==> config.mk <==
export PLATFORM = sky130hd
export DESIGN_NAME = fracbaud_gen
export DESIGN_NICKNAME = d
export VERILOG_FILES = /design/src/rtl/fracbaud_pkg.sv /design/src/rtl/bg_prescale.sv /design/src/rtl/bg_oversample.sv /design/src/rtl/fracbaud_gen.sv
export SDC_FILE = /design/constraint.sdc
export NUM_CORES = 1
export LEC_CHECK = 0
export BUFFER_PORTS_ARGS = -buffer_cell sky130_fd_sc_hd__buf_2
export CORE_UTILIZATION = 48
export CTS_CLUSTER_SIZE = 25
export DETAILED_ROUTE_END_ITERATION = 7
export GPL_TIMING_DRIVEN = 1
export PLACE_DENSITY = 0.78
export SETUP_SLACK_MARGIN = 0.5
export SLEW_MARGIN = 5
export SYNTH_ARGS = -nofsm -noshare
export SYNTH_HDL_FRONTEND = slang
export SYNTH_HIERARCHICAL = 1
export SYNTH_SLANG_ARGS = --single-unit
==> constraint.sdc <==
create_clock -name clk -period 4.72 [get_ports clk]
set_input_delay 0.236 -clock clk [delete_from_list [all_inputs] [get_ports clk]]
set_output_delay 0.236 -clock clk [all_outputs]
set_load 0.01 [all_outputs]
==> src/rtl/fracbaud_pkg.sv <==
`timescale 1ns/1ps
package fracbaud_pkg;
    parameter int DIV_W  = 16;
    parameter int FRAC_W = 4;
    parameter int OSI_W  = 4;
    parameter int OSF_W  = 2;

    typedef struct packed {
        logic [DIV_W-1:0]  div;
        logic [FRAC_W-1:0] add;
        logic [FRAC_W-1:0] mul;
        logic [OSI_W-1:0]  osi;
        logic [OSF_W-1:0]  osf;
    } bg_cfg_t;
endpackage

==> src/rtl/bg_prescale.sv <==
`timescale 1ns/1ps
module bg_prescale #(
    parameter int DW = 16,
    parameter int FW = 4
) (
    input  logic          clk,
    input  logic          rst_n,
    input  logic          restart,
    input  logic [DW-1:0] div,
    input  logic [FW-1:0] add,
    input  logic [FW-1:0] mul,
    output logic          sample_end,
    output logic          sample_tick
);
    typedef struct packed {
        logic [DW-1:0] pc;
        logic          seg;
        logic [FW-1:0] acc;
        logic          tick;
    } ps_state_t;

    ps_state_t st_d, st_q;
    logic [DW-1:0] lim;
    logic          frac_en;
    logic [FW:0]   sum;
    logic          strobe;

    always_comb begin
        st_d    = st_q;
        strobe  = 1'b0;
        lim     = (div == '0) ? '0 : div - 1'b1;
        frac_en = (add != '0) && (mul != '0) && (add < mul);
        sum     = {1'b0, st_q.acc} + {1'b0, add};
        if (restart) begin
            st_d = '0;
        end else if (st_q.pc == lim) begin
            st_d.pc = '0;
            if (st_q.seg) begin
                st_d.seg = 1'b0;
                strobe   = 1'b1;
            end else if (frac_en && (sum >= {1'b0, mul})) begin
                st_d.acc = FW'(sum - {1'b0, mul});
                st_d.seg = 1'b1;
            end else begin
                if (frac_en) st_d.acc = FW'(sum);
                strobe = 1'b1;
            end
        end else begin
            st_d.pc = st_q.pc + 1'b1;
        end
        st_d.tick = strobe;
    end

    always_ff @(posedge clk) begin
        if (!rst_n) st_q <= '0;
        else        st_q <= st_d;
    end

    assign sample_end  = strobe;
    assign sample_tick = st_q.tick;

    // the carried remainder stays below the modulus
    assert_acc_bound_R4: assert property (@(posedge clk) disable iff (!rst_n)
        (frac_en && !restart) |-> (st_q.acc < mul));
    // with a divisor above one, a tick never repeats on the next clock
    assert_tick_single_R2: assert property (@(posedge clk) disable iff (!rst_n)
        (st_q.tick && (div > 1) && !restart) |=> !st_q.tick);
endmodule

==> src/rtl/bg_oversample.sv <==
`timescale 1ns/1ps
module bg_oversample #(
    parameter int IW = 4,
    parameter int FW = 2
) (
    input  logic          clk,
    input  logic          rst_n,
    input  logic          restart,
    input  logic          sample_end,
    input  logic [IW-1:0] osi,
    input  logic [FW-1:0] osf,
    output logic          bit_tick
);
    localparam int AW = FW + 1;

    typedef struct packed {
        logic [IW-1:0] sc;
        logic          xph;
        logic [AW-1:0] acc8;
        logic          tick;
    } os_state_t;

    os_state_t st_d, st_q;
    logic [AW:0] sum8;

    always_comb begin
        st_d      = st_q;
        st_d.tick = 1'b0;
        sum8      = {1'b0, st_q.acc8} + (AW+1)'(osf);
        if (restart) begin
            st_d = '0;
        end else if (sample_end) begin
            if (st_q.xph) begin
                st_d.xph  = 1'b0;
                st_d.tick = 1'b1;
            end else if (st_q.sc == osi) begin
                st_d.sc   = '0;
                st_d.acc8 = sum8[AW-1:0];
                if (sum8[AW]) st_d.xph  = 1'b1;
                else          st_d.tick = 1'b1;
            end else begin
                st_d.sc = st_q.sc + 1'b1;
            end
        end
    end

    always_ff @(posedge clk) begin
        if (!rst_n) st_q <= '0;
        else        st_q <= st_d;
    end

    assign bit_tick = st_q.tick;

    // no extra sample phase is ever entered when no eighths are asked for
    assert_no_extra_R6: assert property (@(posedge clk) disable iff (!rst_n)
        ((osf == '0) && !restart) |-> !st_q.xph);
endmodule

==> src/rtl/fracbaud_gen.sv <==
`timescale 1ns/1ps
module fracbaud_gen
    import fracbaud_pkg::*;
(
    input  logic       clk,
    input  logic       rst_n,
    input  logic [7:0] div_lo,
    input  logic [7:0] div_hi,
    input  logic [7:0] frac_cfg,
    input  logic [3:0] os_int,
    input  logic [1:0] os_frac,
    output logic       sample_tick,
    output logic       bit_tick
);
    bg_cfg_t cfg_in, cfg_d, cfg_q;
    logic    restart;
    logic    sample_end;

    always_comb begin
        cfg_in.div = {div_hi, div_lo};
        cfg_in.add = frac_cfg[3:0];
        cfg_in.mul = frac_cfg[7:4];
        cfg_in.osi = os_int;
        cfg_in.osf = os_frac;
        restart    = (cfg_in != cfg_q);
        cfg_d      = cfg_in;
    end

    always_ff @(posedge clk) begin
        if (!rst_n) cfg_q <= '0;
        else        cfg_q <= cfg_d;
    end

    bg_prescale #(.DW(DIV_W), .FW(FRAC_W)) u_pre (
        .clk(clk), .rst_n(rst_n), .restart(restart),
        .div(cfg_in.div), .add(cfg_in.add), .mul(cfg_in.mul),
        .sample_end(sample_end), .sample_tick(sample_tick)
    );

    bg_oversample #(.IW(OSI_W), .FW(OSF_W)) u_os (
        .clk(clk), .rst_n(rst_n), .restart(restart),
        .sample_end(sample_end), .osi(cfg_in.osi), .osf(cfg_in.osf),
        .bit_tick(bit_tick)
    );

    // bit strobe only together with a sample strobe
    assert_bit_with_sample_R9: assert property (@(posedge clk) disable iff (!rst_n)
        bit_tick |-> sample_tick);
    // a restart leaves both strobes low in the following clock
    assert_restart_quiet_R8: assert property (@(posedge clk) disable iff (!rst_n)
        restart |=> (!sample_tick && !bit_tick));
endmodule

==> results of run 1 <==
## registers in the layout, indices dropped and copies added, names as in the netlist
name               cells
u_pre/st_q            21
u_os/st_q              8
u_pre/sample_tick      1
u_os/bit_tick          1
cfg_q                 30
## final cells by class
type	instances	area, µm²	area share [%]
flip-flops and latches	61	1220	29.7
well taps	99	124	3.01
clock buffers	10	138	3.34
inverters	12	45.0	1.09
multi-input cells	338	2370	57.6
repair buffers	34	173	4.20
clock inverters	6	45.0	1.09
## worst max path at each step
stage               startpoint                         to  slack (ps)  cells after the start
floorplan            div_lo[0]  u_os/st_q[8]$_SDFFE_PP0N_        1130                     15
global placement     div_lo[0]  u_os/st_q[8]$_SDFFE_PP0N_         660                     14
detailed placement   div_lo[0]  u_os/st_q[8]$_SDFFE_PP0N_         420                     14
CTS                  div_lo[0]  u_os/st_q[8]$_SDFFE_PP0N_         780                     14
global route         div_lo[0]  u_os/st_q[8]$_SDFFE_PP0N_         590                     14
finish               div_lo[0]  u_os/st_q[8]$_SDFFE_PP0N_         810                     14
## cell usage in the layout (no fill, tap or decap), types with 3 or more instances in the layout
master,instances
o31ai_1,3
nand2_1,28
clkbuf_8,10
dfxtp_1,61
nor2b_1,6
o21ai_0,8
nor3_1,10
and2_1,33
o21ai_1,3
inv_1,12
xor2_1,26
nand4_1,15
or2_2,6
mux2i_1,8
a221o_1,3
or3_1,8
nand3_1,10
or4_1,9
and3_1,8
buf_2,33
ha_1,16
nor4_1,8
a21oi_1,11
a31oi_1,3
o211ai_1,3
nand2b_1,8
xnor2_1,38
nor2_1,33
fa_1,3
a21o_1,6
## metrics by stage
stage	power, W	utilization, %	instances
final	0.00111	56.1	560
after global routing	0.00116	56.1	560
after CTS	0.00112	56.1	560
after detailed placement	0.000684	53.6	544
after global placement	0.000682	53.6	544
after floorplan	0.000634	-	426
## critical path: stages
cell and delay, ps:
buf_2 150, inv_1 70, ha_1 240, or4b_1 650, o41a_1 480, a32o_1 210, a311oi_2 250, nand4_1 200
a211oi_1 260, nand2_1 160, nor3_2 290, nand2b_1 250, or4_1 570, a31oi_1 160
## logic make-up after synthesis
kind of cell	count (synthesis)	share of synthesized area (%)
mux	9	2.47
simple gates	190	28.4
compound gates	56	10.9
xor+xnor	64	15.2
fa+ha+maj	19	7.05
buf+inv	27	2.85
flops	61	33.1
## power by group through the flow
stage / clock network (W) / logic (W) / registers [W]
after floorplan: 0 / 0.0000890 / 0.000545
after global placement: 0 / 0.000136 / 0.000545
after detailed placement: 0 / 0.000139 / 0.000546
after CTS: 0.000444 / 0.000140 / 0.000534
after global routing: 0.000471 / 0.000156 / 0.000535
final: 0.000435 / 0.000141 / 0.000534
## routing by layer
metal / global-route usage, % / routed length [µm] / vias to the layer above
met3: 3.84 / 446 / 15
met4: 10.2 / 173 / 0
met2: 35.2 / 3860 / 85
li1: - / - / 1562
met5: 0 / 0 / -
met1: 30.7 / 4050 / 1494
==> impl_results.md, run 1 <==
- RSZ-0062 raised after global routing: no
- H-tree depth: 3
- Fmax: between 200 and 300 MHz
- Synthesized cell area: about 3700 µm²
- Largest net degree at the start of global routing: 35
- Via density per instance: 5.64
- Critical path class: input port to flop
- Ant. Diodes: 0
- Die area: ~8000 µm²
- Worst EP arrival: around 4200 ps
- Vias in the first global route: about 2.8k
- Max IR drop VDD: between 0.00015 and 0.0002 V
- Boundary Pins: 34
- Required @ worst endpoint: ~5000 ps
- Die W: between 80 and 90 µm
- Clock Tree Buf Depth: 2
- WL/cell: ~15 µm
- Placed inst area: around 3900 µm²
- Yosys warns: 6
- Post-CTS Resized: 0
- Vias: ~3.2k
- Commonest register cell after synthesis: dfxtp_1
- Worst Hold Path Cells: 2
- Crit-path max FO: 10
- Gate power share: roughly an eighth
- DRT Pass-1 Iters: 5
- Reg2reg setup slack: around 970 ps
- Synth top cells by count: dfxtp_1 (61), xnor2_1 (38), and2_1 (33), nor2_1 (33), nand2_1 (28)
- Iter 0 DRT Violations: 229
- Worst Hold Endpoint: cfg_q[3]$_SDFF_PN0_
- Ratio of final minimum period to clock period: approximately 83%
- IO Port Bufs: 33
- DPL Wire Length: approximately 6.4 mm
- Core area: ~7300 µm²
- Mapped Nets: around 480
- Netlist cell types: 52
- Power per cell area: about 270 nW/µm²
- P_sw: 0.000310 W
- EDFF count, synth: 0
- Relative slew slack: between 50% and 60%
- Asr flop ratio synth: 0%
- Placer congestion estimate: slightly above 0.9
- Largest cells by area after synthesis: dfxtp_1 (33%), xnor2_1 (9.0%), xor2_1 (6.2%), and2_1 (5.6%), ha_1 (5.4%)
- Postcts setup bufs: 0
- CTS Root Cell: clkbuf_8
- Worst Max-Slew Pin Slew: slightly above 600 ps
- CTS Sinks: 61
- First-pass GRT wire length: 13.6 mm
- Fillers: around 650
- Worst setup EP type: flop
- CTS buffer count: 9
- Sum Neg Setup Slack: 0 ps
- Hold Startpoint: os_int[1]
- Cells after Synth: between 400 and 500
- Pre-CTS setup slack: 424 ps
- Wirelength, routed: about 8.5 mm
- Final Setup Violations: 0
- R2R depth: 12
- Remaining DRCs: 0
- Hold buffers post-CTS: 0
- Total Routing Usage GR: 22.6%
- CTS tree: yes
- Seq/Total Area, Yosys: approximately a third
- Fin worst setup slack: 809 ps
- Clock-pin slew on the worst setup and hold paths: ~70 ps
- Starting Density: around 50%
- Int Power: roughly 0.00080 W
- P_leak: 1.54 nW
- Avg Cell Area, Syn: just under 9 µm²
- #FFs+latches synth: between 60 and 70
- ANT nets after route: 0
- Final Max Slew Viols: 0
- Final hold vios: 0
- Seq pwr share: between 40% and 50%
- WHS: approximately 140 ps
- Max Cap Violations: 0
- Switching share of power: between 20% and 30%
- Clock latency on the worst-skew pair: ~350 ps
- Final instance area: around 4100 µm²
- Post-layout nets: 507
- Class of the worst hold path: input port to flop
- Count leader, synth: dfxtp_1
- Area Overhead vs Synth: 11.5%
- Rows: 31
- Grt ovf: 0
- FF-to-FF Start: u_pre/st_q[1]$_SDFFE_PP0P_
- Layout cells sized above 1: approximately 14%
- Worst setup SP type: input port
- Reg2reg end: u_os/st_q[8]$_SDFFE_PP0N_
- Yosys top cell area share: between 30% and 40%
- Final Critical Period: 3910 ps
- Die height: roughly 90 µm
- Initial antenna violation count: 0
- Most area-hungry cell type in the Yosys netlist: dfxtp_1
- Run status: finished, final reports clean
- Clock power frac: 39.2%
- Final Skew: 8.93 ps
Power figures use the tool's default switching activity.
==> inputs of run 2 (changes only) <==
Clock period 4.72 ns to 4.1 ns, I/O delays scaled along.
==> impl_results.md, run 2 (same netlist as run 1, synthesis figures left out) <==
- Boundary Pins: 34 (unchanged)
- CTS tree: yes (unchanged)
- First-pass GRT wire length: 13.8 mm (was 13.6 mm)
- Vias in the first global route: 2881 (was 2818)
- Remaining DRCs: 0 (unchanged)
- Worst setup EP type: flop (unchanged)
- Placer congestion estimate: 0.937 (was 0.905)
- Max IR drop VDD: 0.000185 V (was 0.000154 V)
- DPL Wire Length: 6.31 mm (was 6.40 mm)
- Final Critical Period: between 3000 and 4000 ps
- Power per cell area: 327 nW/µm² (was 269 nW/µm²)
- CTS buffer count: 9 (unchanged)
- Final Skew: 7.95 ps (was 8.93 ps)
- RSZ-0062 raised after global routing: no (unchanged)
- Clock-pin slew on the worst setup and hold paths: 80 ps (was 70 ps)
- Worst EP arrival: 3750 ps (was 4180 ps)
- Starting Density: 50.3% (unchanged)
- Vias: 3184 (was 3156)
- Grt ovf: 0 (unchanged)
- Worst Max-Slew Pin Slew: 581 ps (was 605 ps)
- Most common cell after layout, fill and taps aside: dfxtp_1 (unchanged)
- CTS Sinks: 61 (unchanged)
- Largest net degree at the start of global routing: 35 (unchanged)
- Critical path class: flop to flop (was input port to flop)
- Wirelength, routed: 8.48 mm (was 8.53 mm)
- Fmax: 287 MHz
- Layout cells sized above 1: 16.3% (was 13.7%)
- DRT Pass-1 Iters: 5 (unchanged)
- Run status: finished, final reports clean (unchanged)
- Post-layout nets: 512 (was 507)
- Die area: 8040 µm² (unchanged)
- Regs by FF count: cfg_q: 30 flops, u_pre/st_q: 21 flops, u_os/st_q: 8 flops (unchanged)
- Commonest non-fill, non-tap cells in the layout: dfxtp_1 (61), xnor2_1 (38), and2_1 (33), buf_2 (33), nor2_1 (33) (unchanged)
- Rows: 31 (unchanged)
- CTS Root Cell: clkbuf_8 (unchanged)
- Fillers: 650 (was 652)
- Die W: 89.7 µm (unchanged)
- Largest Register: cfg_q (unchanged)
- Clock Tree Buf Depth: 2 (unchanged)
- Final Max Slew Viols: 0 (unchanged)
- Final instance area: 4240 µm² (was 4120 µm²)
- Sum Neg Setup Slack: 0 ps (unchanged)
- Required @ worst endpoint: 4370 ps (was 4990 ps)
- WL/cell: 15.0 µm (was 15.2 µm)
- Total Routing Usage GR: 22.7% (was 22.6%)
- Max Cap Violations: 0 (unchanged)
- H-tree depth: 3 (unchanged)
- Placed inst area: 3960 µm² (was 3930 µm²)
- ANT nets after route: 0 (unchanged)
- Final hold vios: 0 (unchanged)
- Via density per instance: 5.64 (about the same)
- Die height: 89.7 µm (unchanged)
- P_leak: 1.57 nW (was 1.54 nW)
- Relative slew slack: 61.2% (was 59.6%)
- Postcts setup bufs: 0 (unchanged)
- Number of flip-flops in the largest register: 30 (unchanged)
- Iter 0 DRT Violations: 263 (was 229)
- Crit-path max FO: 7 (was 10)
- Hold buffers post-CTS: 0 (unchanged)
- Core area: 7330 µm² (unchanged)
- Ant. Diodes: 0 (unchanged)
- Clock latency on the worst-skew pair: 350 ps (about the same)
- Ratio of final minimum period to clock period: a little over four fifths
- Class of the worst hold path: input port to flop (unchanged)
- Final Setup Violations: 0 (unchanged)
- Worst setup SP type: flop (was input port)
- IO Port Bufs: 33 (unchanged)
- Area Overhead vs Synth: 14.9% (was 11.5%)
- Initial antenna violation count: 0 (unchanged)
- Total design power: 0.00139 W (was 0.00111 W)
==> run 2: final timing paths <==
path	slack (ps)	to	startpoint	depth (start not counted)
hold / removal	100	cfg_q[3]$_SDFF_PN0_	os_int[1]	2
setup / recovery	620	u_os/st_q[8]$_SDFFE_PP0N_	u_pre/st_q[1]$_SDFFE_PP0P_	13
hold reg to reg	470	u_pre/st_q[4]$_SDFFE_PP0P_	u_pre/st_q[4]$_SDFFE_PP0P_	2
setup reg to reg	620	u_os/st_q[8]$_SDFFE_PP0N_	u_pre/st_q[1]$_SDFFE_PP0P_	13
==> run 2: stage by stage <==
step | utilization, % | cells | setup slack [ps] | hold WS (ps)
floorplan | - | 426 | 544 | 327
global route | 57.8 | 565 | 520 | 92.5
detailed placement | 54.0 | 548 | 96.9 | 460
CTS | 57.1 | 564 | 551 | 89.9
finish | 57.8 | 565 | 621 | 99.0
global placement | 54.0 | 548 | 233 | 446
==> run 2: critical path, stage by stage, from the launching register on <==
cell	delay, ps
dfxtp_1	310
ha_1	210
fa_2	580
ha_1	250
a21o_1	160
a21o_1	200
a221o_1	290
and3_4	200
nor2b_1	150
nor3_2	130
buf_4	160
nand2b_4	60
or4_1	510
a31oi_1	160
==> run 2: layout make-up <==
class,instances,area (µm²),area share (%)
tap,99,124,2.92
multi-input combinational,339,2430,57.2
sequential,61,1220,28.8
clock inverter,7,97.6,2.30
inverter,12,45.0,1.06
timing repair buffer,38,203,4.78
clock buffer,9,124,2.92
==> run 2: report_power, final <==
group	internal (W)	leakage [nW]	switching [W]
Sequential	0.000608	0.500	0.00000658
Clock	0.000345	0.106	0.000262
Combinational	0.0000753	0.968	0.0000910
Total	0.00103	1.57	0.000359
==> run 2: layer usage <==
layer	part of all wire, %	GRT usage [%]	vias to the layer above	wire length [µm]
met5	0	0	-	0
met3	5.5	5.94	23	465
met4	2.6	9.52	0	220
met1	47	30.0	1483	3980
li1	-	-	1579	-
met2	45	35.0	99	3810
==> run 2: repair_timing <==
action | CTS | global route
resized for setup | 3 | 8
gates cloned | 0 | 1
pin swaps | 0 | 2
setup endpoints to repair | 3 | 5
==> inputs of run 3 (changes only) <==
Settings changed: ABC_AREA from default to 1, PLACE_DENSITY 0.78 to 0.8.
Clock period 4.1 ns to 3 ns, I/O delays scaled along.
==> impl_results.md, run 3 <==
- Final Skew: 10.7 ps (was 7.95 ps)
- Clock power frac: 39.1% (was 43.7%)
- Worst Max-Slew Pin Slew: 732 ps (was 581 ps)
- Commonest register cell after synthesis: dfxtp_1 (unchanged)
- First-pass GRT wire length: 15.4 mm (was 13.8 mm)
- Regs by FF count: cfg_q: 30 flops, u_pre/st_q: 21 flops, u_os/st_q: 8 flops (unchanged)
- DRT Pass-1 Iters: 5 (unchanged)
- FF-to-FF Start: u_pre/st_q[1]$_SDFFE_PP0P_ (unchanged)
- Worst setup EP type: flop (unchanged)
- Vias: 3998 (was 3184)
- Final hold vios: 0 (unchanged)
- Fmax: 329 MHz (was 287 MHz)
- EDFF count, synth: 0 (unchanged)
- IO Port Bufs: 33 (unchanged)
- Max Cap Violations: 0 (unchanged)
- Asr flop ratio synth: 0% (unchanged)
- Worst EP arrival: 3290 ps (was 3750 ps)
- Die area: 8940 µm² (was 8040 µm²)
- CP Capture Point: u_os/st_q[8]$_SDFFE_PP0N_ (unchanged)
- Most area-hungry cell type in the Yosys netlist: dfxtp_1 (unchanged)
- Vias in the first global route: 3713 (was 2881)
- Avg Cell Area, Syn: 6.48 µm² (was 8.66 µm²)
- Largest cells by area after synthesis: dfxtp_1 (30%), nand2_1 (18%), inv_1 (10%), nor2_1 (5.4%), ha_1 (4.9%) (was dfxtp_1 (33%), xnor2_1 (9.0%), xor2_1 (6.2%), and2_1 (5.6%), ha_1 (5.4%))
- Boundary Pins: 34 (unchanged)
- Iter 0 DRT Violations: 161 (was 263)
- Final Max Slew Viols: 0 (unchanged)
- Starting Density: 49.8% (was 50.3%)
- Seq/Total Area, Yosys: 29.7% (was 33.1%)
- Max IR drop VDD: 0.000274 V (was 0.000185 V)
- Final Setup Violations: 3 (was 0)
- CTS buffer count: 9 (unchanged)
- Largest Register: cfg_q (unchanged)
- Count leader, synth: nand2_1 (was dfxtp_1)
- Worst setup SP type: flop (unchanged)
- Most common cell after layout, fill and taps aside: nand2_1 (was dfxtp_1)
- Pre-CTS setup slack: -78.2 ps (was 96.9 ps)
- Via density per instance: 4.97 (was 5.64)
- Ratio of final minimum period to clock period: 101% (was 84.8%)
- Clock Tree Buf Depth: 2 (unchanged)
- Critical path class: flop to flop (unchanged)
- Initial antenna violation count: 0 (unchanged)
- WL/cell: 11.8 µm (was 15.0 µm)
- CTS Root Cell: clkbuf_8 (unchanged)
- Post-layout nets: 746 (was 512)
- Fin util: 58.6% (was 57.8%)
- Run status: complete, but fails checks (was finished, final reports clean)
- Wirelength, routed: 9.52 mm (was 8.48 mm)
- Cells after Synth: 634 (was 426)
- Rows: 33 (was 31)
- H-tree depth: 3 (unchanged)
- Largest net degree at the start of global routing: 33 (was 35)
- Total Routing Usage GR: 22.0% (was 22.7%)
- Die W: 94.5 µm (was 89.7 µm)
- WHS: 24.9 ps (was 99.0 ps)
- DPL Wire Length: 6.74 mm (was 6.31 mm)
- Synthesized cell area: 4110 µm² (was 3690 µm²)
- Class of the worst hold path: input port to flop (unchanged)
- Ant. Diodes: 0 (unchanged)
- Yosys top cell area share: 29.7% (was 33.1%)
- Relative slew slack: 50.8% (was 61.2%)
- Mapped Nets: 685 (was 477)
- Fin worst setup slack: -41.0 ps (was 621 ps)
- Grt ovf: 0 (unchanged)
- Crit path launch: u_pre/st_q[1]$_SDFFE_PP0P_ (unchanged)
- Final Critical Period: 3040 ps (was 3480 ps)
- Int Power: 0.00136 W (was 0.00103 W)
- R2R depth: 20 (was 13)
- P_leak: 2.41 nW (was 1.57 nW)
- #FFs+latches synth: 61 (unchanged)
- Synth top cells by count: nand2_1 (197), inv_1 (114), dfxtp_1 (61) (was dfxtp_1 (61), xnor2_1 (38), and2_1 (33), nor2_1 (33), nand2_1 (28))
- Seq pwr share: 44.8% (was 44.3%)
- Reg2reg end: u_os/st_q[8]$_SDFFE_PP0N_ (unchanged)
- Gate power share: 16.1% (was 12.0%)
- CTS Sinks: 61 (unchanged)
- ANT nets after route: 0 (unchanged)
- Power per cell area: 387 nW/µm² (was 327 nW/µm²)
- Switching share of power: 27.3% (was 25.9%)
- Layout cells sized above 1: 18.1% (was 16.3%)
- Commonest non-fill, non-tap cells in the layout: nand2_1 (188), inv_1 (113), dfxtp_1 (60) (was dfxtp_1 (61), xnor2_1 (38), and2_1 (33), buf_2 (33), nor2_1 (33))
- Hold buffers post-CTS: 0 (unchanged)
- Violated checks: setup timing
- Clock latency on the worst-skew pair: 350 ps (about the same)
- CTS tree: yes (unchanged)
- Clock-pin slew on the worst setup and hold paths: 70 ps (was 80 ps)
- Netlist cell types: 33 (was 52)
- Reg2reg setup slack: -40 ps (was 620 ps)
- Remaining DRCs: 0 (unchanged)
- Area Overhead vs Synth: 17.8% (was 14.9%)
- Placer congestion estimate: 0.934 (was 0.937)
- Required @ worst endpoint: 3250 ps (was 4370 ps)
- Crit-path max FO: 7 (unchanged)
- RSZ-0062 raised after global routing: yes (was no)
- Die height: 94.5 µm (was 89.7 µm)
- Core area: 8260 µm² (was 7330 µm²)
- P_sw: 0.000511 W (was 0.000359 W)
- Number of flip-flops in the largest register: 30 (unchanged)
- Yosys warns: 6 (unchanged)
-- run 3: cell types whose count changed after synthesis, moves of 14 or more --
cell     before  now
inv_1        12  114
xnor2_1      38   20
xor2_1       26   12
nor2_1       33   59
nand2_1      28  197
nand3_1      10   39
and2_1       33    1
-- run 3: critical path, cell delays in order (launching register included) --
cell and delay [ps]:
dfxtp_2 330, ha_4 160, fa_2 340, nand2_1 90, inv_2 50, nor2_4 140, ha_4 230, a21oi_2 140
nand2_2 70, nand2_2 70, nand4_1 120, nand2_2 110, nor2_2 40, inv_1 60, nand4_1 130, nor2_2 180
inv_2 70, nor2_4 220, nand4_1 150, xor2_1 170, nor2_1 60
-- run 3: how the worst min path moves through the flow --
stage	slack [ps]	endpoint	start	cells after the start
3_3_place_gp	380	cfg_q[0]$_SDFF_PN0_	os_frac[0]	3
5_1_grt	60	cfg_q[3]$_SDFF_PN0_	os_int[1]	3
6_report	20	cfg_q[0]$_SDFF_PN0_	os_frac[0]	3
3_5_place_dp	380	cfg_q[0]$_SDFF_PN0_	os_frac[0]	3
2_1_floorplan	240	cfg_q[0]$_SDFF_PN0_	os_frac[0]	2
4_1_cts	20	cfg_q[0]$_SDFF_PN0_	os_frac[0]	3
-- run 3: area by class of cell --
type / count / area (µm²)
clock inverters: 4 / 47.5
repair buffers: 57 / 384
well taps: 105 / 131
clock buffers: 12 / 145
fillers: 758 / 3420
flip-flops and latches: 61 / 1220
inverters: 118 / 443
multi-input cells: 448 / 2470
-- run 3: power groups by stage --
stage | sequential, W | combinational [W] | clock, W
after floorplan | 0.000857 | 0.000178 | 0
after global placement | 0.000858 | 0.000252 | 0
after detailed placement | 0.000859 | 0.000261 | 0
after CTS | 0.000841 | 0.000282 | 0.000745
after global routing | 0.000842 | 0.000339 | 0.000776
final | 0.000840 | 0.000301 | 0.000732
-- run 3: kinds of logic after synthesis --
kind of cell,after synthesis,share of synthesized area [%]
AO/OA/AOI/OAI,29,4.05
XOR/XNOR,32,6.82
adder cells (fa/ha/maj),19,6.33
buffers and inverters,125,12.3
flip-flops,61,29.7
AND/OR/NAND/NOR,368,40.8
-- run 3: routing by layer --
metal	vias to the layer above	wire, µm	global-route usage (%)	part of all wire [%]
li1	2084	-	-	-
met2	99	4650	38.7	49
met4	0	200	10.2	2.1
met1	1797	4210	25.2	44
met5	-	0	0	0
met3	18	456	4.75	4.8
-- run 3: stage by stage --
stage                     cells  TNS (ps)  power [W]  area (µm²)
final                       805     -90.0    0.00187        4840
after global routing        805     -1520    0.00196        4840
after CTS                   801         0    0.00187        4770
after detailed placement    769      -119    0.00112        4410
after global placement      769         0    0.00111        4410
after floorplan             634         0    0.00104        4130
-- run 3: repair_timing --
action / in CTS / in global routing
pin swaps: 15 / 10
resized for setup: 10 / 17
setup buffers: 16 / 4
endpoints found under the setup margin: 13 / 14
